<file path="config.mk">
export PLATFORM = sky130hd
export DESIGN_NAME = i2c_stat_reg
export DESIGN_NICKNAME = d
export VERILOG_FILES = /design/src/rtl/i2c_stat_pkg.sv /design/src/rtl/i2c_stat_enfall.sv /design/src/rtl/i2c_stat_flags.sv /design/src/rtl/i2c_stat_reg.sv
export SDC_FILE = /design/constraint.sdc
export NUM_CORES = 1
export LEC_CHECK = 0
export ABC_AREA = 1
export BUFFER_PORTS_ARGS = -buffer_cell sky130_fd_sc_hd__buf_2
export CORE_AREA = 2 2 39 41
export DETAILED_ROUTE_END_ITERATION = 12
export DIE_AREA = 0 0 41 43
export GPL_ROUTABILITY_DRIVEN = 0
export HOLD_SLACK_MARGIN = 0.06
export PLACE_DENSITY_LB_ADDON = 0.15
export SLEW_MARGIN = 20
export SYNTH_ARGS = -nofsm -noshare
export SYNTH_HDL_FRONTEND = slang
export SYNTH_HIERARCHICAL = 1
export SYNTH_SLANG_ARGS = --single-unit
</file>
<file path="constraint.sdc">
create_clock -name clk -period 0.8 [get_ports clk]
set_input_delay 0.08 -clock clk [delete_from_list [all_inputs] [get_ports clk]]
set_output_delay 0.08 -clock clk [all_outputs]
set_load 0.02 [all_outputs]
</file>
<file path="src/rtl/i2c_stat_pkg.sv">
package i2c_stat_pkg;

    localparam int STAT_W  = 8;
    localparam int BYTE_W  = 8;
    localparam int NIB_W   = 4;
    localparam logic [NIB_W-1:0] EXT_LO = '0;
    localparam logic [NIB_W-1:0] EXT_HI = '1;

    // Flag byte, MSB first: the field order is the host-visible bit layout.
    typedef struct packed {
        logic master;
        logic arb;
        logic ext;
        logic match;
        logic trc;
        logic ack;
        logic std;
        logic spd;
    } stat_t;

    typedef struct packed {
        logic start_gen;
        logic start_det;
        logic stop_det;
        logic arb_lost;
        logic clk8;
        logic addr_hit;
        logic clk9;
        logic ack;
        logic dir;
        logic release_cmd;
        logic rd;
    } evt_t;

    function automatic logic is_ext_code(input logic [BYTE_W-1:0] b);
        logic [NIB_W-1:0] hi;
        hi = b[BYTE_W-1 -: NIB_W];
        return (hi == EXT_LO) || (hi == EXT_HI);
    endfunction

endpackage

</file>
<file path="src/rtl/i2c_stat_enfall.sv">
module i2c_stat_enfall (
    input  logic clk,
    input  logic rst,
    input  logic en,
    output logic fall
);
    logic en_q;

    always_ff @(posedge clk) begin
        if (rst) en_q <= 1'b0;
        else     en_q <= en;
    end

    assign fall = en_q & ~en;


    fall_once_chk: assert property (@(posedge clk) disable iff (rst)
        fall |=> !fall);

endmodule

</file>
<file path="src/rtl/i2c_stat_flags.sv">
module i2c_stat_flags
    import i2c_stat_pkg::*;
(
    input  logic              clk,
    input  logic              rst,
    input  logic              en_fall,
    input  evt_t              ev,
    input  logic [BYTE_W-1:0] rx_byte,
    output stat_t             fl
);
    stat_t nx;
    logic  clr_sess;
    logic  clr_addr;

    assign clr_sess = ev.stop_det | ev.arb_lost | ev.release_cmd | en_fall;
    assign clr_addr = ev.start_det | ev.stop_det | ev.release_cmd | en_fall;

    always_comb begin
        nx = fl;
        if (clr_sess)          nx.master = 1'b0;
        else if (ev.start_gen) nx.master = 1'b1;

        if (en_fall)           nx.arb = 1'b0;
        else if (ev.arb_lost)  nx.arb = 1'b1;
        else if (ev.rd)        nx.arb = 1'b0;

        if (clr_addr)                              nx.ext = 1'b0;
        else if (ev.clk8 && is_ext_code(rx_byte))  nx.ext = 1'b1;

        if (clr_addr)                      nx.match = 1'b0;
        else if (ev.clk8 && ev.addr_hit)   nx.match = 1'b1;

        if (en_fall)                    nx.trc = 1'b0;
        else if (fl.master || fl.match) nx.trc = ev.dir;
        else                            nx.trc = 1'b0;

        if (en_fall)      nx.ack = 1'b0;
        else if (ev.clk9) nx.ack = ev.ack;

        if (en_fall) begin
            nx.std = 1'b0;
            nx.spd = 1'b0;
        end else if (ev.start_det) begin
            nx.std = 1'b1;
            nx.spd = 1'b0;
        end else if (ev.stop_det) begin
            nx.std = 1'b0;
            nx.spd = 1'b1;
        end
    end

    always_ff @(posedge clk) begin
        if (rst) fl <= '0;
        else     fl <= nx;
    end


    reset_zero_chk: assert property (@(posedge clk)
        rst |=> (fl == '0));


    arb_forces_slave_chk: assert property (@(posedge clk) disable iff (rst)
        (ev.arb_lost && !en_fall) |=> (fl.arb && !fl.master));


    read_clears_arb_chk: assert property (@(posedge clk) disable iff (rst)
        (ev.rd && !ev.arb_lost) |=> !fl.arb);


    start_gen_master_chk: assert property (@(posedge clk) disable iff (rst)
        (ev.start_gen && !ev.stop_det && !ev.arb_lost && !ev.release_cmd && !en_fall)
        |=> fl.master);


    stop_seen_chk: assert property (@(posedge clk) disable iff (rst)
        (ev.stop_det && !ev.start_det && !en_fall) |=> (fl.spd && !fl.std));


    disable_clears_all_chk: assert property (@(posedge clk) disable iff (rst)
        en_fall |=> (fl == '0));

endmodule

</file>
<file path="src/rtl/i2c_stat_reg.sv">
module i2c_stat_reg
    import i2c_stat_pkg::*;
(
    input  logic              clk,
    input  logic              rst,
    input  logic              ctl_en,
    input  logic              host_release,
    input  logic              rd_strobe,
    input  logic              ev_start_gen,
    input  logic              ev_start_det,
    input  logic              ev_stop_det,
    input  logic              ev_arb_lost,
    input  logic              ev_clk8_rise,
    input  logic [BYTE_W-1:0] rx_byte,
    input  logic              addr_hit,
    input  logic              ev_clk9,
    input  logic              ack_sample,
    input  logic              dir_tx,
    output logic [STAT_W-1:0] rd_data
);
    logic  en_fall;
    evt_t  ev;
    stat_t fl;

    assign ev = '{start_gen:   ev_start_gen,
                  start_det:   ev_start_det,
                  stop_det:    ev_stop_det,
                  arb_lost:    ev_arb_lost,
                  clk8:        ev_clk8_rise,
                  addr_hit:    addr_hit,
                  clk9:        ev_clk9,
                  ack:         ack_sample,
                  dir:         dir_tx,
                  release_cmd: host_release,
                  rd:          rd_strobe};

    i2c_stat_enfall u_enfall (
        .clk  (clk),
        .rst  (rst),
        .en   (ctl_en),
        .fall (en_fall)
    );

    i2c_stat_flags u_flags (
        .clk     (clk),
        .rst     (rst),
        .en_fall (en_fall),
        .ev      (ev),
        .rx_byte (rx_byte),
        .fl      (fl)
    );

    assign rd_data = fl;


    read_port_stable_chk: assert property (@(posedge clk) disable iff (rst)
        (!ev_start_gen && !ev_start_det && !ev_stop_det && !ev_arb_lost &&
         !ev_clk8_rise && !ev_clk9 && !host_release && !rd_strobe && !en_fall &&
         !rd_data[7] && !rd_data[4]) |=> (rd_data[7:4] == $past(rd_data[7:4])));

endmodule

</file>
Word level (Yosys, flattened, before mapping)
Cells that the tools add are included.
- register bits: 9
- input port bits: 22
- output and inout port bits: 8
- word-level logic and storage cells: 35
- eq/ne operators: 1
- mux-type cells: 4
- bitwise gates (word level): 9
- reductions and logical operators: 12
- operator list (operator ; number):
    bitwise OR 1 bit ; 6
    OR reduction 2 bit ; 3
    OR reduction 3 bit ; 2
    equality test 4 bit (second input constant) ; 1
    logical NOT 4 bit ; 1
    2-to-1 mux 2 bit ; 2
    nonzero test 2 bit ; 2
    logical AND 1 bit ; 2
    logical OR 1 bit ; 2
    2-to-1 mux 1 bit ; 2
    inverter 1 bit ; 2
    AND 1 bit ; 1

Longest topological paths before layout
Gate-level depths: netlist (run 1).
- depth in word-level cells: 4
- mapped depth: 5
- gate-level depth less buffers: 5

Hierarchy
The synthesis (run 1) kept the hierarchy.
- modules (own cells, without submodules) (module ; times used ; cells each ; area each (um^2) ; sequential area each (um^2)):
    i2c_stat_flags ; 1 ; 35 ; 301.5 ; 160.2
    i2c_stat_enfall ; 1 ; 5 ; 37.5 ; 20.0

Worst setup path before layout (run 1)
OpenSTA, ideal clock, no wires.
- kind: register to register
- start point: register u_enfall.en_q
- end point: register, netlist name u_flags/fl[7]
- setup time: 0.088 ns
- arrival: 0.721 ns
- data required time: 0.712 ns
- path slack: -0.009 ns
- stages on the path, launching flop included: 6
- buffers on the path: 0
- clock period less this slack: 0.809 ns
- path through: dfxtp_1 -> inv_1 -> nor2_1 -> nor2_4 -> inv_2 -> nor4_2
- word-level cells in the longest chain between the ends: 3
- ends and longest elaborated chain (item ; RTL line ; text):
    start: declaration ; i2c_stat_enfall.sv:7 ; logic en_q;
    start signal: assignment ; i2c_stat_enfall.sv:11 ; else en_q <= en;
    AND 1 bit ; i2c_stat_enfall.sv:14 ; assign fall = en_q & ~en;
    net en_fall ; i2c_stat_reg.sv:21 ; logic en_fall;
    bitwise OR 1 bit ; i2c_stat_flags.sv:15 ; assign clr_sess = ev.stop_det | ev.arb_lost | ev.release_cmd | en_fall;
    OR reduction 2 bit (no source line) ; - ;
The timed path passes the listed nets, and every way through them passes these cells.
A chain may end at the register's enable or synchronous reset.

Worst setup path after layout (run 1)
- start point: register u_enfall.en_q
- end point: register, netlist name u_flags/fl[3]
- word-level cells in the longest chain between the ends: 2
- ends and longest elaborated chain (item ; RTL line):
    AND 1 bit ; i2c_stat_enfall.sv:14
    net en_fall ; i2c_stat_reg.sv:21
    OR reduction 3 bit (no source line) ; -
The timed path passes the listed nets, and every way through them passes these cells.

==> results of run 1 <==
-- power by group --
group | internal [uW] | total (uW) | switching, uW
logic | 112 | 191 | 78.9
clock network | 184 | 344 | 160
registers | 468 | 478 | 10.1
total | 764 | 1010 | 249
-- registers in the layout, summed over array words and instances, names as in the netlist --
name and flops:
u_enfall/en_q 1, u_flags/fl 8
-- cells by family after synthesis --
| group | share of synthesized area (%) |
|---|---|
| simple gates | 21.40 |
| flops | 53.14 |
| compound gates | 17.71 |
| buf+inv | 7.748 |
-- cell usage after synthesis --
master    n
dfxtp_1   9
inv_1     6
a21oi_1   5
nor2_1    5
o21ai_0   4
nand2_1   3
inv_2     1
nand3_1   1
nand3b_1  1
nor2_2    1
nor2_4    1
nor4_2    1
o211a_1   1
o21ai_1   1
-- critical path, stage by stage (launching register included) --
cell and delay, ns:
dfxtp_1 0.31, inv_1 0.04, nor2_2 0.12, nor2_4 0.06, buf_4 0.13, o211a_1 0.09
-- metrics by stage --
| step | power (uW) | setup WS (ns) | util, % | instances |
|---|---|---|---|---|
| floorplan | 543.0 | 0.01466 | - | 40 |
| global placement | 613.1 | -0.05937 | 34.99 | 81 |
| detailed placement | 614.0 | -0.06380 | 34.99 | 81 |
| CTS | 1045 | -0.06308 | 49.37 | 97 |
| global route | 1074 | -0.1229 | 49.46 | 97 |
| finish | 1013 | -0.05575 | 49.46 | 97 |
-- worst max-delay path by stage --
stage                        from             to  slack, ns  cells after the start
floorplan           u_enfall/en_q  u_flags/fl[7]       0.01                      5
global placement    u_enfall/en_q  u_flags/fl[7]      -0.06                      5
detailed placement  u_enfall/en_q  u_flags/fl[7]      -0.06                      5
CTS                 u_enfall/en_q  u_flags/fl[3]      -0.06                      5
global route        u_enfall/en_q  u_flags/fl[7]      -0.12                      5
finish              u_enfall/en_q  u_flags/fl[3]      -0.06                      5
-- layout make-up --
class                           count  share of cell area (%)
Sequential cell                     9                   27.61
Tap cell                           16                   2.925
Inverter                            7                   3.839
Multi-Input combinational cell     24                   19.74
Clock buffer                        3                   3.291
Timing Repair Buffer               37                   41.86
Clock inverter                      1                  0.7313
-- routing by layer --
layer,global-route usage (%),wire [um],vias up
li1,-,-,214
met1,11.40,372,165
met2,16.56,366,20
met3,4.712,117,0
met4,6.000,0,0
met5,0,0,-
-- timing repair --
action,4_1_cts,5_1_grt
resized for setup,22,1
hold endpoints to repair,6,1
endpoints found under the setup margin,15,16
pin swaps,1,1
buffers inserted,2,0
==> flow_summary.toml, run 1 <==
[run_status]
outcome = "finished with violations"
violations = "setup timing"

[sta]
setup_viol = 4
slew_violations = 0
relSlewSlack_pct = 85.26
fin_crit_sh_pct = 107.0
final_hold_viol_count = 0
fmax_ghz = 1.169
period_needed_ns = 0.8558
rsz0062_at_grt = "yes"
worst_slack_ns = -0.05575
setup_tns_ns = -0.1667
tightest_slew_ns = 0.2187
hold_ws_ns = 0.008119
fin_skew_ns = 0.008778

[clock_network]
root_buffer = "clkbuf_4"
cts_tree = "built"
hold_buffers = 10
clk_latency_ns = 0.26
htreeDepth = 1
cts_buffers = 3
clk_pin_slew_ns = 0.07
clkSinkCount = 9
clock_path_buffers = 2

[routing]
vias = 399
ant_nets = 0
routed_via_density = 4.113
totalWireLength_um = 856
drt_pre_antenna_iters = 2
drc = 0
wl_per_cell_um = 8.825
dr.first_iter.drc_count = 3

[min_path]
hold_path.class = "in2reg"
min_to = "u_flags/fl[7]"
min_path_cells = 2
min_from = "ev_stop_det"

[cells_and_area]
final_common_cell = "buf_2"
num_antenna_cells = 0
seqCellArea_um2 = 188.9
area_delta_synth_final_pct = 101.8
final_cell_mix = "buf_2, dlygate4sd3_1, buf_6, dfxtp_2, inv_1"
fill_cells = 145
nets = 104
layout-drive-gt1-share_pct = 53.09
fin_area_um2 = 684.4
multi_input_comb_area_um2 = 135.1

[grt]
overflow = 0
grt_max_degree = 7
antenna_found_initial = 0
grt_pass1_vias = 365
gr-usage-all-layers_pct = 10.69
grt_pass1_wl_um = 1269

[logic_synthesis]
synth-warning-count = 6
netlist_area_um2 = 339.1
yosysSeqAreaShare_pct = 53.14
avgSynthCellArea_um2 = 8.477
yosysTopAreaCell = "dfxtp_1"
yosysUniqueCellTypes = 14
ys_ff_latch = 9
syn_nets = 62
synthTopCellsByArea = "dfxtp_1, a21oi_1, inv_1"
synth_top_area_share_pct = 53.14
netlist_instances = 40

[floorplanning]
die_h_um = 43
placementRows = 14
start_util_pct = 24.50
die_x_um = 41
ios = 30
dieArea_um2 = 1763
core_area_um2 = 1384

[setup_path]
criticalPathCategory = "reg2reg"
worstSetupStartpointType = "flop"
r2r_cells = 5
worstSetupEndpointType = "flop"
crit_fanout = 5
r2r_start = "u_enfall/en_q"
reg2reg_to = "u_flags/fl[3]"
worstPathRequired_ns = 0.95
cp.arrival_ns = 1.01
rrSetupSlack_ns = -0.06

[place]
port_buffers = 25
place.detailed.hpwl_um = 619.7
placed_area_um2 = 484.2

[power_and_ir_drop]
ir_drop_uv = 669.1
powerDensity_nw_per_um2 = 1480
leakagePower_uw = 0.0003402

[job]
max-cap-violations = 0
No activity file was read; power rests on OpenSTA's default activity.
==> run 2, diff against run 1 <==
--- a/config.mk
+++ b/config.mk
@@ -13,6 +13,7 @@
 export GPL_ROUTABILITY_DRIVEN = 0
 export HOLD_SLACK_MARGIN = 0.06
 export PLACE_DENSITY_LB_ADDON = 0.15
+export REMOVE_ABC_BUFFERS = 1
 export SLEW_MARGIN = 20
 export SYNTH_ARGS = -nofsm -noshare
 export SYNTH_HDL_FRONTEND = slang
==> flow_summary.toml, run 2 (same netlist as run 1, synthesis figures left out) <==
[power_and_ir_drop]
powerDensity_nw_per_um2 = 1539
switchingPower_uw = 241.9
pwr-share-clk_pct = 34.2
ir_drop_uv = 1430
netSwitchingFraction_pct = 24.12
p_comb_share_pct = 18.1
leakagePower_uw = 0.0003274
p_seq_share_pct = 47.7
internal_power_uw = 761.1

[sta]
tightest_slew_ns = 0.1941
fmax_ghz = 1.136
hold_ws_ns = -0.0003753
relSlewSlack_pct = 86.92
setup_tns_ns = -0.3464
final_hold_viol_count = 1
fin_skew_ns = 0.002335
worst_slack_ns = -0.08018
period_needed_ns = 0.8802
fin_crit_sh_pct = 110.0
slew_violations = 0
rsz0062_at_grt = "yes"
setup_viol = 6

[clock_network]
clk_latency_ns = 0.25
clock_path_buffers = 2
cts_tree = "built"
root_buffer = "clkbuf_4"
htreeDepth = 1
cts_buffers = 3
clk_pin_slew_ns = 0.06
hold_buffers = 5
clkSinkCount = 9

[grt]
overflow = 0
grt_pass1_vias = 358
antenna_found_initial = 0
grt_pass1_wl_um = 1297
gr-usage-all-layers_pct = 11.08
grt_max_degree = 6

[setup_path]
worstSetupEndpointType = "flop"
critPathMaxStageDelay_ns = 0.30
cp_slowest_cell = "dfxtp_1"
crit_fanout = 5
worstSetupStartpointType = "flop"
cp_top_family = "flip-flops"
criticalPathCategory = "reg2reg"
cp.arrival_ns = 1.06
cp_cell_sequence = "inv_1 > nor2_2 > nor2_4 > buf_4 > o21ai_2 > nor2_1"
cp_num_buf_inv = 2
worstPathRequired_ns = 0.98

[routing]
totalWireLength_um = 930
ant_nets = 0
wl_per_cell_um = 9.894
routed_via_density = 4.128
drc = 0
vias = 388
drt_pre_antenna_iters = 2
dr.first_iter.drc_count = 1

[floorplanning]
start_util_pct = 24.50
ios = 30
die_h_um = 43
die_x_um = 41
placementRows = 14
core_area_um2 = 1384
dieArea_um2 = 1763

[job]
max-cap-violations = 0

[cells_and_area]
final_common_cell = "buf_2"
fin_area_um2 = 651.9
fin_cells = 94
final_cell_mix = "buf_2, buf_6, dfxtp_2"
top_regs = "u_flags/fl x8, u_enfall/en_q x1"
num_antenna_cells = 0
fill_cells = 148
nets = 101
largest-register = "u_flags/fl"
layout-drive-gt1-share_pct = 57.69
largest_reg_flops = 8
area_delta_synth_final_pct = 92.25

[run_status]
violations = "hold timing, setup timing"
outcome = "finished with violations"

[place]
port_buffers = 25
dp_cells = 81
placed_area_um2 = 484.2
place.detailed.hpwl_um = 630.3

[min_path]
hold_path.class = "in2reg"
-- run 2: changes by cell type in the layout (fill, tap and decap cells not counted), sizes merged --
cell and delta:
dlygate4sd3 -5, clkinv -1, buf +2, clkbuf +1
-- run 2: path summary, 6_finish.rpt --
path	from	end	slack [ns]	depth (start not counted)
max reg2reg	u_enfall/en_q	u_flags/fl[0]	-0.08	6
max	u_enfall/en_q	u_flags/fl[0]	-0.08	6
min reg2reg	u_flags/fl[6]	u_flags/fl[6]	0.48	2
min	host_release	u_flags/fl[7]	-0.0004	2
-- run 2: area by class of cell --
cell class	count	area (um^2)	share of cell area, %
clock buffer	4	26.28	4.031
inverter	7	26.28	4.031
multi-input combinational	24	138.9	21.31
sequential	9	188.9	28.98
tap	16	20.02	3.071
timing repair buffer	34	251.5	38.58
-- run 2: per-stage QoR --
| step | util [%] | setup WS [ns] | power, uW | hold WS [ns] |
|---|---|---|---|---|
| after CTS | 44.30 | -0.07070 | 1003 | -0.01043 |
| after floorplan | - | -0.008691 | 542.5 | 0.1469 |
| final | 47.11 | -0.08018 | 1003 | -0.0003753 |
| after global placement | 34.99 | -0.04878 | 614.3 | 0.2696 |
| after detailed placement | 34.99 | -0.08081 | 613.3 | 0.2666 |
| after global routing | 47.11 | -0.1531 | 1060 | -0.007631 |
-- run 2: metal layers --
metal / share of wire (%) / up-vias / GRT usage, % / wire length, um
met4: 0 / 0 / 2.000 / 0
met1: 38 / 169 / 10.39 / 349
li1: - / 205 / - / -
met2: 55 / 14 / 18.44 / 515
met3: 7.0 / 0 / 8.377 / 65
met5: 0 / - / 0 / 0
-- run 2: timing repair --
action                                 4_1_cts  5_1_grt
buffers inserted                             1        3
resized for setup                           18        7
setup endpoints to repair                   15       15
pin swaps                                    1        3
endpoints found under the hold margin        4        1
-- run 2: power by group through the flow --
stage               clock network [uW]  logic, uW  registers, uW
finish                             343        181            479
global route                       385        195            480
CTS                                360        166            477
detailed placement                   0        131            482
global placement                     0        132            482
floorplan                            0       42.0            501
